===== src/rtl/cntr_pkg.sv =====
package cntr_pkg;

    typedef enum logic [1:0] {
        OP_CLEAR = 2'd0,
        OP_LOAD  = 2'd1,
        OP_STEP  = 2'd2,
        OP_KEEP  = 2'd3
    } cnt_op_e;

    typedef struct packed {
        logic clear_req;
        logic load_req;
        logic step_ok;
    } cnt_ctrl_t;

    // Fixed precedence: clear, then load, then step, then keep.
    function automatic cnt_op_e resolve_op(input cnt_ctrl_t c);
        cnt_op_e op;
        if (c.clear_req)     op = OP_CLEAR;
        else if (c.load_req) op = OP_LOAD;
        else if (c.step_ok)  op = OP_STEP;
        else                 op = OP_KEEP;
        return op;
    endfunction

endpackage


===== src/rtl/cntr_op_decode.sv =====
module cntr_op_decode
    import cntr_pkg::*;
#(
    parameter bit RESET_ASYNC = 1'b0
) (
    input  logic    clk,
    input  logic    rst_n,
    input  logic    load_n,
    input  logic    en_par,
    input  logic    en_chain,
    output cnt_op_e op
);
    cnt_ctrl_t ctrl;

    always_comb begin
        // In the asynchronous style the flop itself clears; the decoder never asks for it.
        ctrl.clear_req = (RESET_ASYNC == 1'b0) && !rst_n;
        ctrl.load_req  = !load_n;
        ctrl.step_ok   = en_par && en_chain;
        op             = resolve_op(ctrl);
    end

    // preset outranks counting whenever reset is inactive
    a_r3_load_beats_step: assert property (@(posedge clk) disable iff (!rst_n)
        (!load_n) |-> (op == OP_LOAD));

    // a dropped enable never selects the step operation
    a_r5_no_step_without_both: assert property (@(posedge clk) disable iff (!rst_n)
        (!en_par || !en_chain) |-> (op != OP_STEP));

endmodule


===== src/rtl/cntr_next.sv =====
module cntr_next
    import cntr_pkg::*;
#(
    parameter int WIDTH = 4
) (
    input  cnt_op_e          op,
    input  logic [WIDTH-1:0] cur,
    input  logic [WIDTH-1:0] din,
    output logic [WIDTH-1:0] nxt
);
    always_comb begin
        unique case (op)
            OP_CLEAR: nxt = '0;
            OP_LOAD:  nxt = din;
            OP_STEP:  nxt = cur + WIDTH'(1);
            default:  nxt = cur;
        endcase
    end
endmodule


===== src/rtl/cntr_state.sv =====
module cntr_state #(
    parameter int WIDTH       = 4,
    parameter bit RESET_ASYNC = 1'b0
) (
    input  logic             clk,
    input  logic             rst_n,
    input  logic [WIDTH-1:0] nxt,
    output logic [WIDTH-1:0] q
);
    generate
        if (RESET_ASYNC) begin : g_async
            always_ff @(posedge clk or negedge rst_n) begin
                if (!rst_n) q <= '0;
                else        q <= nxt;
            end
        end else begin : g_sync
            always_ff @(posedge clk) begin
                q <= nxt;
            end
        end
    endgenerate
endmodule


===== src/rtl/cntr_carry.sv =====
module cntr_carry #(
    parameter int WIDTH = 4
) (
    input  logic [WIDTH-1:0] q,
    input  logic             en_chain,
    output logic             carry
);
    always_comb carry = en_chain && (&q);
endmodule


===== src/rtl/presettable_counter.sv =====
module presettable_counter
    import cntr_pkg::*;
#(
    parameter int WIDTH       = 4,
    parameter bit RESET_ASYNC = 1'b0
) (
    input  logic             clk,
    input  logic             rst_n,
    input  logic             load_n,
    input  logic             en_par,
    input  logic             en_chain,
    input  logic [WIDTH-1:0] din,
    output logic [WIDTH-1:0] count,
    output logic             carry_out
);
    localparam logic [WIDTH-1:0] TOP_VAL = {WIDTH{1'b1}};

    cnt_op_e          op;
    logic [WIDTH-1:0] nxt;

    cntr_op_decode #(.RESET_ASYNC(RESET_ASYNC)) u_decode (
        .clk(clk), .rst_n(rst_n), .load_n(load_n),
        .en_par(en_par), .en_chain(en_chain), .op(op)
    );

    cntr_next #(.WIDTH(WIDTH)) u_next (
        .op(op), .cur(count), .din(din), .nxt(nxt)
    );

    cntr_state #(.WIDTH(WIDTH), .RESET_ASYNC(RESET_ASYNC)) u_state (
        .clk(clk), .rst_n(rst_n), .nxt(nxt), .q(count)
    );

    cntr_carry #(.WIDTH(WIDTH)) u_carry (
        .q(count), .en_chain(en_chain), .carry(carry_out)
    );

    // preset word appears one edge later
    a_r3_load_lands: assert property (@(posedge clk) disable iff (!rst_n)
        (!load_n) |=> (count == $past(din)));

    // counting adds exactly one
    a_r4_step_by_one: assert property (@(posedge clk) disable iff (!rst_n)
        (load_n && en_par && en_chain) |=> (count == ($past(count) + WIDTH'(1))));

    // hold keeps the value
    a_r5_hold_stable: assert property (@(posedge clk) disable iff (!rst_n)
        (load_n && !(en_par && en_chain)) |=> $stable(count));

    // top value rolls to zero
    a_r6_wrap_zero: assert property (@(posedge clk) disable iff (!rst_n)
        (load_n && en_par && en_chain && count == TOP_VAL) |=> (count == '0));

    // carry only at top value with chain enable
    a_r7_carry_gated: assert property (@(posedge clk) disable iff (!rst_n)
        carry_out |-> (en_chain && count == TOP_VAL));

endmodule


===== config.mk =====
export PLATFORM = sky130hd
export DESIGN_NAME = presettable_counter
export DESIGN_NICKNAME = d
export VERILOG_FILES = /design/src/rtl/cntr_pkg.sv /design/src/rtl/cntr_op_decode.sv /design/src/rtl/cntr_next.sv /design/src/rtl/cntr_state.sv /design/src/rtl/cntr_carry.sv /design/src/rtl/presettable_counter.sv
export SDC_FILE = /design/constraint.sdc
export NUM_CORES = 1
export LEC_CHECK = 0
export BUFFER_PORTS_ARGS = -buffer_cell sky130_fd_sc_hd__buf_4
export CORE_AREA = 2 2 39 41
export DETAILED_ROUTE_END_ITERATION = 6
export DIE_AREA = 0 0 41 43
export PLACE_DENSITY = 0.43
export SLEW_MARGIN = 20
export SYNTH_ARGS = -nofsm -noshare
export SYNTH_HDL_FRONTEND = slang
export SYNTH_HIERARCHICAL = 1
export SYNTH_SLANG_ARGS = --single-unit

===== constraint.sdc =====
create_clock -name clk -period 3.15 [get_ports clk]
set_clock_uncertainty 0.1 [all_clocks]
set_input_delay 0 -clock clk [delete_from_list [all_inputs] [get_ports clk]]
set_output_delay 0 -clock clk [all_outputs]
set_load 0.1 [all_outputs]

==> flow_summary_export.csv <==
group,metric,value,unit
outcome,status,"complete, no violations",
sta,setup_violations,0,
sta,finalSetupTns,0,ns
critical_path,start_kind,"flop",
critical_path,cpPeakStageDelay,0.41,ns
logic_synthesis,ys_seq_area_share,29.8,%
sta,whs,0.00396,ns
drt,antenna_left,0,
global_routing,grt_pass1_wl,952,µm
power,power_density,500,nW/µm²
critical_path,critPathKind,"reg -> reg",
drt,first_pass_iters,4,
sta,worst_pin_slew,0.658,ns
layout,largest_register,"u_state/q",
hold_path,hp-class,"in -> reg",
global_routing,grt_pass1_vias,241,
floorplan,die_y,43,µm
layout,reg_top3,"u_state/q: 4 flops",
critical_path,crit_family,"flip-flops",
logic_synthesis,ys_ff_latch,4,
clocking,clock-root-buffer,"clkbuf_4",
clocking,cts_num_sinks,4,
power,switching_power,0.0764,mW
layout,fillers,150,
critical_path,crit_chain,"ha_1 > mux2_4 > a22o_1",
logic_synthesis,synthCells,29,
power,clkPwrFrac,29.8,%
critical_path,r2r_cells,3,
drt,drt_iter0_drc,5,
drt,vias,275,
critical_path,path_buf_inv,0,
sta,min_period,1.36,ns
power,p_seq_share,31.2,%
critical_path,timing.rr.start,"u_state/q[0]",
clocking,clk_latency,0.23,ns
critical_path,ff2ff_setup_slack,1.79,ns
critical_path,endpoint,"u_state/q[1]",
floorplan,fp.dieW,41,µm
floorplan,core-area,1380,µm²
sta,rsz0062_at_grt,"false",
clocking,clk_path_buf_depth,2,
critical_path,slowest_stage,"dfxtp_1",
global_routing,grt_max_degree,9,
critical_path,cp_max_fo,5,
placed_design,post-place-ws,1.71,ns
layout,drive_gt1_share,42.2,%
drt,vias_per_cell,4.51,
critical_path,critPathLaunch,"u_state/q[0]",
power,ir_drop,0.000110,V
floorplan,fp-row-count,14,
layout,diodes,0,
sta,maxClockFrequency,0.738,GHz
global_routing,grtUsageTotal,8.32,%
clocking,cts_max_level,1,
drt,wl,578,µm
sta,hold_viol,0,
clocking,numCtsBuffers,3,
critical_path,arrival,1.37,ns
logic_synthesis,yosys.cell_types.count,18,
logic_synthesis,postSynthNetCount,39,
sta,fin_crit_sh,43.0,%
drt,wl_per_cell,9.48,µm
drt,drc_errors,0,
critical_path,crit_required,3.17,ns
floorplan,start_util,19.4,%
critical_path,timing.rr.end,"u_state/q[1]",
sta,setup_ws,1.79,ns
clocking,clk_pin_slew,0.04,ns
clocking,cts_post_setup_buffers_inserted,0,
logic_synthesis,syn_avg_cell_area,9.28,µm²
critical_path,end_kind,"flop",
sta,final-max-slew-violation-count,0,
logic_synthesis,syn_area,269,µm²
layout,largest_reg_flops,4,
global_routing,grt_remaining_overflow,0,
layout,final_nets,57,
power,p_int,0.127,mW
clocking,cts_tree,"built",
power,pwr-share-comb,39.0,%
global_routing,antenna_found_initial,0,
power,leakage,0.185,nW
layout,area_growth,51.2,%
floorplan,io-pin-count,14,
placed_design,place_congestion,0.678,
job,cap_violations,0,
logic_synthesis,yosys_warnings,6,
placed_design,dp_hpwl,459,µm
floorplan,dieArea,1760,µm²
power,swShare,37.6,%
critical_path,path_depth,3,
sta,relSlewSlack,55.9,%
placed_design,port-buffer-count,13,
-- cell usage after synthesis, drive strengths merged --
cell / count / area share (%)
nor2b: 1 / 2.3
nand2b: 1 / 2.3
xnor2: 1 / 3.3
dfxtp: 4 / 30
ha: 1 / 4.7
and2: 1 / 2.8
nor2: 2 / 2.8
a31oi: 1 / 2.3
mux2: 3 / 14
nand3: 3 / 5.6
a22o: 3 / 9.8
o211ai: 1 / 2.8
nand2: 3 / 4.2
mux2i: 1 / 3.7
buf: 2 / 8.4
inv: 1 / 1.4
-- layout make-up --
type / instances / area [µm²] / share of cell area [%]
multi-input combinational: 22 / 163 / 40.0
timing repair buffer: 15 / 118 / 28.9
sequential: 4 / 80.1 / 19.7
clock buffer: 3 / 22.5 / 5.54
tap: 16 / 20.0 / 4.92
inverter: 1 / 3.75 / 0.923
-- worst min path at each step --
stage               startpoint      endpoint  slack (ns)  cells past startpoint
global placement        din[1]  u_state/q[1]        0.11                      2
CTS                     din[2]  u_state/q[2]        0.01                      3
global route            din[2]  u_state/q[2]        0.03                      3
finish                  din[2]  u_state/q[2]       0.004                      3
detailed placement      din[1]  u_state/q[1]        0.12                      2
floorplan               din[1]  u_state/q[1]        0.03                      1
-- repair_timing --
item,in CTS,in global routing
endpoints found under the hold margin,2,0
hold buffers,2,0
resized for setup,0,0
-- per-stage QoR --
step	util (%)	instance area (µm²)	total power [mW]	std cells
6_report	29.4	407	0.203	61
5_1_grt	29.4	407	0.217	61
4_1_cts	29.4	407	0.206	61
3_5_place_dp	26.3	364	0.142	56
3_3_place_gp	26.3	364	0.142	56
2_1_floorplan	-	269	0.125	29
-- kinds of logic after synthesis --
family / share of synthesized area (%)
AO/OA/AOI/OAI: 14.9
XOR/XNOR: 3.26
adder cells (fa/ha/maj): 4.65
buffers and inverters: 9.77
flip-flops: 29.8
multiplexers: 17.7
AND/OR/NAND/NOR: 20.0
-- power by group through the flow --
stage | Combinational, mW | Sequential (mW) | Clock, mW
after floorplan | 0.0247 | 0.100 | 0
after global placement | 0.0776 | 0.0646 | 0
after detailed placement | 0.0778 | 0.0644 | 0
after CTS | 0.0798 | 0.0636 | 0.0629
after global routing | 0.0839 | 0.0647 | 0.0683
final | 0.0794 | 0.0634 | 0.0605
-- tightest hold or removal path: stages --
cell and delay (ns):
buf_4 0.07, mux2_1 0.11, a22o_1 0.11
-- metal layers --
layer,global-route usage (%),up-vias,wire length [µm]
met1,8.63,131,251
met3,3.14,0,25
met2,12.8,8,302
li1,-,136,-
met4,6.00,0,0
met5,0,-,0
-- cells in the final DEF (no fill, tap or decap) --
| cell type | netlist | routed |
|---|---|---|
| buf_4 | 0 | 13 |
| dfxtp_1 | 4 | 4 |
| clkbuf_4 | 0 | 3 |
| nand2_1 | 3 | 3 |
| nand3_1 | 3 | 3 |
| a22o_1 | 3 | 3 |
| dlygate4sd3_1 | 0 | 2 |
| nor2_1 | 2 | 2 |
| inv_1 | 1 | 1 |
| a31oi_1 | 1 | 1 |
| and2_2 | 1 | 1 |
| mux2_4 | 1 | 1 |
| nor2b_1 | 1 | 1 |
| xnor2_1 | 1 | 1 |
| mux2_2 | 1 | 1 |
| o211ai_1 | 1 | 1 |
| nand2b_1 | 1 | 1 |
| mux2i_1 | 1 | 1 |
| mux2_1 | 1 | 1 |
| ha_1 | 1 | 1 |
Note: power is estimated with default switching activity, not from simulation.
